[src/rtl/frame_freelist_pkg.sv]
package frame_freelist_pkg;
    typedef enum logic {
        ST_FILL = 1'b0,
        ST_RUN  = 1'b1
    } fl_state_e;

    typedef enum logic [1:0] {
        SEL_RAM  = 2'd0,
        SEL_HEAD = 2'd1,
        SEL_TAIL = 2'd2,
        SEL_NONE = 2'd3
    } sw_sel_e;
endpackage

[src/rtl/fl_ckpt_counter.sv]
module fl_ckpt_counter #(
    parameter int          W       = 8,
    parameter logic [W-1:0] RST_VAL = '0
) (
    input  logic         clk,
    input  logic         rst_n,
    input  logic         step,
    input  logic         adv,
    input  logic         rollback,
    input  logic         load,
    input  logic [W-1:0] load_val,
    output logic [W-1:0] value
);
    logic [W-1:0] live_q, prev1_q, prev2_q;

    always_ff @(posedge clk or negedge rst_n) begin
        if (!rst_n) begin
            live_q  <= RST_VAL;
            prev1_q <= RST_VAL;
            prev2_q <= RST_VAL;
        end else if (rollback) begin
            live_q  <= prev2_q;
            prev1_q <= prev2_q;
        end else if (step) begin
            live_q  <= live_q + W'(adv);
            prev1_q <= live_q;
            prev2_q <= prev1_q;
        end else if (load) begin
            live_q  <= load_val;
            prev1_q <= load_val;
            prev2_q <= load_val;
        end
    end

    assign value = live_q;

    // the counter holds when nothing moves it
    a_r4_hold: assert property (@(posedge clk) disable iff (!rst_n)
        (!step && !rollback && !load) |=> $stable(value));
    // restore comes from the value seen two steps earlier
    a_r5_restore: assert property (@(posedge clk) disable iff (!rst_n)
        (step && !rollback) ##1 (step && !rollback) ##1 rollback
        |=> value == $past(value, 3));
endmodule

[src/rtl/fl_ram.sv]
module fl_ram #(
    parameter int AW = 8,
    parameter int DW = 8
) (
    input  logic          clk,
    input  logic          we,
    input  logic [AW-1:0] waddr,
    input  logic [DW-1:0] wdata,
    input  logic [AW-1:0] raddr_a,
    output logic [DW-1:0] rdata_a,
    input  logic [AW-1:0] raddr_b,
    output logic [DW-1:0] rdata_b
);
    localparam int DEPTH = 1 << AW;
    logic [DW-1:0] mem [DEPTH];

    always_ff @(posedge clk) begin
        if (we) mem[waddr] <= wdata;
    end

    assign rdata_a = mem[raddr_a];
    assign rdata_b = mem[raddr_b];
endmodule

[src/rtl/frame_freelist.sv]
module frame_freelist
    import frame_freelist_pkg::*;
#(
    parameter int PTR_W = 8
) (
    input  logic             clk,
    input  logic             rst_n,
    input  logic             step,
    input  logic             alloc_req,
    input  logic             free_req,
    input  logic [PTR_W-1:0] free_frame,
    input  logic             rollback,
    input  logic             sw_en,
    input  logic             sw_we,
    input  logic [1:0]       sw_sel,
    input  logic [PTR_W-1:0] sw_addr,
    input  logic [PTR_W-1:0] sw_wdata,
    output logic [PTR_W-1:0] sw_rdata,
    output logic [PTR_W-1:0] alloc_frame,
    output logic             empty,
    output logic             alloc_err,
    output logic             ready
);
    localparam logic [PTR_W-1:0] HEAD_RST = PTR_W'(1);
    localparam logic [PTR_W-1:0] TAIL_RST = '0;
    localparam logic [PTR_W-1:0] FILL_END = '1;

    fl_state_e        state_q, state_d;
    logic [PTR_W-1:0] fill_q;
    logic [PTR_W-1:0] head, tail, sw_ram_rd;
    logic             run, rb, stp, pop_ok, push, sw_wr;
    logic             ram_we;
    logic [PTR_W-1:0] ram_waddr, ram_wdata;
    sw_sel_e          sel;

    assign sel = sw_sel_e'(sw_sel);

    // state register
    always_ff @(posedge clk or negedge rst_n) begin
        if (!rst_n) begin
            state_q <= ST_FILL;
            fill_q  <= '0;
        end else begin
            state_q <= state_d;
            if (state_q == ST_FILL) fill_q <= fill_q + 1'b1;
        end
    end

    // next state and per-state outputs
    always_comb begin
        state_d   = state_q;
        run       = 1'b0;
        ram_we    = 1'b0;
        ram_waddr = fill_q;
        ram_wdata = fill_q;
        unique case (state_q)
            ST_FILL: begin
                ram_we = 1'b1;
                if (fill_q == FILL_END) state_d = ST_RUN;
            end
            ST_RUN: begin
                run = 1'b1;
                if (push) begin
                    ram_we    = 1'b1;
                    ram_waddr = tail;
                    ram_wdata = free_frame;
                end else if (sw_wr && sel == SEL_RAM) begin
                    ram_we    = 1'b1;
                    ram_waddr = sw_addr;
                    ram_wdata = sw_wdata;
                end
            end
        endcase
    end

    assign empty  = (head == tail);
    assign rb     = run && rollback;
    assign stp    = run && step && !rollback;
    assign pop_ok = stp && alloc_req && !empty;
    assign push   = stp && free_req;
    assign sw_wr  = run && sw_en && sw_we;
    assign ready  = run;

    always_ff @(posedge clk or negedge rst_n) begin
        if (!rst_n) alloc_err <= 1'b0;
        else        alloc_err <= stp && alloc_req && empty;
    end

    fl_ckpt_counter #(.W(PTR_W), .RST_VAL(HEAD_RST)) u_head (
        .clk(clk), .rst_n(rst_n), .step(stp), .adv(pop_ok), .rollback(rb),
        .load(sw_wr && sel == SEL_HEAD), .load_val(sw_wdata), .value(head)
    );

    fl_ckpt_counter #(.W(PTR_W), .RST_VAL(TAIL_RST)) u_tail (
        .clk(clk), .rst_n(rst_n), .step(stp), .adv(push), .rollback(rb),
        .load(sw_wr && sel == SEL_TAIL), .load_val(sw_wdata), .value(tail)
    );

    fl_ram #(.AW(PTR_W), .DW(PTR_W)) u_ram (
        .clk(clk), .we(ram_we), .waddr(ram_waddr), .wdata(ram_wdata),
        .raddr_a(head), .rdata_a(alloc_frame),
        .raddr_b(sw_addr), .rdata_b(sw_ram_rd)
    );

    always_comb begin
        unique case (sel)
            SEL_RAM:  sw_rdata = sw_ram_rd;
            SEL_HEAD: sw_rdata = head;
            SEL_TAIL: sw_rdata = tail;
            default:  sw_rdata = '0;
        endcase
    end

    // counters sit at reset values until the fill finishes
    a_r9_fill_frozen: assert property (@(posedge clk) disable iff (!rst_n)
        !ready |-> (head == HEAD_RST && tail == TAIL_RST));
    // a pop on an empty queue leaves the head alone and flags an error
    a_r6_empty_pop: assert property (@(posedge clk) disable iff (!rst_n)
        (stp && alloc_req && empty) |=> (alloc_err && $stable(head)));
    // a successful pop moves the head by exactly one
    a_r2_pop_adv: assert property (@(posedge clk) disable iff (!rst_n)
        pop_ok |=> head == $past(head) + 1'b1);
    // a free moves the tail by exactly one
    a_r3_push_adv: assert property (@(posedge clk) disable iff (!rst_n)
        push |=> tail == $past(tail) + 1'b1);
endmodule

[config.mk]
export PLATFORM = sky130hd
export DESIGN_NAME = frame_freelist
export DESIGN_NICKNAME = d
export VERILOG_FILES = /design/src/rtl/frame_freelist_pkg.sv /design/src/rtl/fl_ckpt_counter.sv /design/src/rtl/fl_ram.sv /design/src/rtl/frame_freelist.sv
export SDC_FILE = /design/constraint.sdc
export NUM_CORES = 2
export LEC_CHECK = 0
export ABC_CLOCK_PERIOD_IN_PS = 23800
export BUFFER_PORTS_ARGS = -buffer_cell sky130_fd_sc_hd__buf_4
export CORE_UTILIZATION = 30
export CTS_BUF_LIST = sky130_fd_sc_hd__clkbuf_16
export DETAILED_ROUTE_END_ITERATION = 8
export SKIP_LAST_GASP = 1
export SYNTH_ARGS = -nofsm -noshare
export SYNTH_HDL_FRONTEND = slang
export SYNTH_SLANG_ARGS = --single-unit
[constraint.sdc]
create_clock -name clk -period 23.8 [get_ports clk]
set_input_delay 3.57 -clock clk [delete_from_list [all_inputs] [get_ports clk]]
set_output_delay 3.57 -clock clk [all_outputs]
set_load 0.02 [all_outputs]
==> metrics.yaml <==
run_status:
  status: "finished with violations"
  violations: "max-capacitance violations, max-slew violations"
yosys:
  synth-main-ff-cell: "edfxtp_1"
  ys_ff_latch: 2106
  synth_fp_nets: 5218
  synthCells: 5179
  ys_types: 70
  synth_area_leaders: "edfxtp_1, mux4_2, mux2i_1"
  syn_area_mm2: 0.0994
  synth_area_leader_cell: "edfxtp_1"
  ys_seq_area_frac: 0.633
  async_flop_share: 0.0275
  synth.avg_cell_area_um2: 19.2
  synth_edf_count: 2048
  yosysWarnings: 0
  synth_top_area_share: 0.618
drt:
  drtIter0Drc: 9301
  dr.pass1.iters: 6
  wl_per_cell_um: 33.4
  ant_nets: 0
  vias: 57900
  wl_mm: 326
  via_per_inst: 5.93
  drc: 0
grt:
  antenna_found_initial: 24
  grt_max_degree: 253
  grt_util_all_layers: 0.192
  grt_pass1_vias: 56800
  grt_pass1_wl_mm: 453
  grt_overflow: 0
worst_setup_path:
  reg2reg_depth: 8
  cp-start-kind: "primary input"
  end_kind: "output port"
  worstReg2RegEnd: "u_ram.mem[13][4]"
  cp.arrival_ns: 9.76
  reg2reg_from: "state_q"
  critical_path_class: "in -> out"
  cp.required_ns: 20.23
  reg2reg_setup_slack_ns: 19.00
  critical_path.max_fanout: 67
timing:
  finClkSkew_ns: 0.0712
  fin_hold_ws_ns: 0.480
  worst_pin_slew_ns: 1.52
  max_freq_mhz: 75.0
  min_period_ns: 13.33
  setup_slack_ns: 10.47
  rsz0062_at_grt: "no"
  slew_violations: 10
  fin_crit_sh: 0.560
  final-setup-viol-count: 0
  finalHoldViolations: 0
  finalSetupTns_ns: 0
  slew_headroom: -0.0268
power_and_ir_drop:
  switchingPower_w: 0.00168
  p_int_w: 0.00607
  p_comb_frac: 0.029
  pwr-share-seq: 0.517
  switching_share: 0.217
  clkPwrFrac: 0.455
  p_leak_nw: 30.6
  power_w: 0.00775
  ir_drop_v: 0.0000774
  p_per_area_mw_per_mm2: 69.1
clocking:
  cts.sinks: 2106
  clk_path_buf_depth: 3
  tritoncts.num_buffers: 217
  path_clk_slew_ns: 0.06
  post_cts_buffers: 0
  hold_buffers: 0
  clock_latency_ns: 0.89
  htree_levels: 4
  cts_tree: "done"
  ctsRootBufferMaster: "clkbuf_16"
  cts_resized: 0
placed_design:
  port-buffer-count: 52
  dp_hpwl_mm: 201
  post-place-ws_ns: 10.63
  place_inst: 9347
  place_congestion: 0.875
job:
  maxCapViolCount: 1
cells_and_area:
  areaGrowthSynthToFinish_pct: 12.8
  drive_gt1_frac: 0.314
  fin_cells: 9763
  final_nets: 5239
hold_path:
  min-delay-start: "u_head.prev2_q[2]"
  whs_path_depth: 2
  hold_class: "reg -> reg"
  worstHoldEndpoint: "u_head.prev2_q[2]"
floorplan:
  die_y_um: 578
  start_util: 0.301
  boundaryPins: 53
  dieWidth_um: 578
  core_area_mm2: 0.330
  rows: 211
  dieArea_mm2: 0.334
## cells by family after synthesis
group | count (synthesis) | share of synthesized area
AOI/OAI and AO/OA | 532 | 0.0351
and+or+nand+nor | 724 | 0.0318
xor gates and xnor gates | 23 | 0.00203
buffers and inverters | 433 | 0.0224
muxes | 1356 | 0.275
DFF | 2106 | 0.633
adders and majority gates | 5 | 0.000629
## registers in the layout (all words and copies together) (netlist names)
signal	count
u_head.prev2_q	8
u_head.value	8
state_q	1
fill_q	8
u_head.prev1_q	8
u_ram.mem	2048
alloc_err	1
u_tail.prev2_q	8
u_tail.prev1_q	8
u_tail.value	8
## area by class of cell
type / instances / area, µm²
fillers: 30800 / 218000
flip-flops and latches: 2106 / 63000
multi-input cells: 2640 / 34400
well taps: 4366 / 5460
clock buffers: 217 / 5430
repair buffers: 225 / 1920
clock inverters: 186 / 1880
inverters: 10 / 45.0
diodes: 13 / 32.5
## worst max-delay path, cell delays in order
cell and delay, ns:
buf_8 0.60, buf_4 0.61, buf_4 0.69, buf_4 0.61, mux2i_1 0.17, o221ai_1 0.25, o22ai_1 0.13, o21ai_0 0.99
buf_4 0.25, o21ai_0 0.07, or3_1 0.49, o21ai_0 0.77, buf_4 0.28
## placed cells by master, fill, tap and decap left out, drive strengths merged, types with 14 or more instances in the layout
cell type / count
buf: 225
o221ai: 48
mux4: 1098
clkbuf: 217
nand3: 75
o21ai: 93
edfxtp: 2048
and2: 20
o22ai: 46
bufinv: 30
xnor2: 15
mux2i: 244
nand2: 160
nor2b: 21
clkinv: 110
mux2: 14
a21oi: 137
nor2: 351
nor3: 24
a22oi: 100
dfrtp: 55
inv: 51
## per-stage QoR
stage               area [µm²]  utilization
floorplan                99400            -
global placement        105000        0.318
detailed placement      105000        0.318
CTS                     112000        0.340
global route            112000        0.340
finish                  112000        0.340
## cells in the mapped netlist (all sizes together) (48+ instances only)
library cell  number
a21oi            137
a22oi            100
buf              228
clkbuf           195
dfrtp             55
edfxtp          2048
mux2i            244
mux4            1098
nand2            160
nand3             75
nor2             351
o21ai             93
o221ai            48
## per-layer routing
| layer | up-vias | part of all wire | global-route usage | routed length (µm) |
|---|---|---|---|---|
| met5 | - | 0.00025 | 0 | 83 |
| met4 | 14 | 0.045 | 0.0769 | 14600 |
| met3 | 662 | 0.11 | 0.0510 | 36300 |
| met2 | 3745 | 0.45 | 0.289 | 147000 |
| met1 | 31200 | 0.39 | 0.264 | 128000 |
| li1 | 22300 | - | - | - |
## worst max-delay path by stage
stage,start,slack [ns],depth (start not counted),end
finish,sw_addr[0],10.47,13,sw_rdata[6]
global route,sw_addr[0],10.27,13,sw_rdata[6]
CTS,sw_addr[0],10.60,13,sw_rdata[6]
detailed placement,sw_addr[0],10.63,13,sw_rdata[6]
global placement,sw_addr[0],9.96,10,sw_rdata[1]
floorplan,rollback,10.65,6,u_ram.mem[0][6]
## power by group through the flow
stage,Clock [W],Sequential (W),Combinational (W)
global placement,0,0.00408,0.000219
floorplan,0,0.00408,0.000132
detailed placement,0,0.00408,0.000218
CTS,0.00355,0.00400,0.000219
global route,0.00369,0.00400,0.000226
finish,0.00352,0.00400,0.000222
No activity file was read; power rests on OpenSTA's default activity.
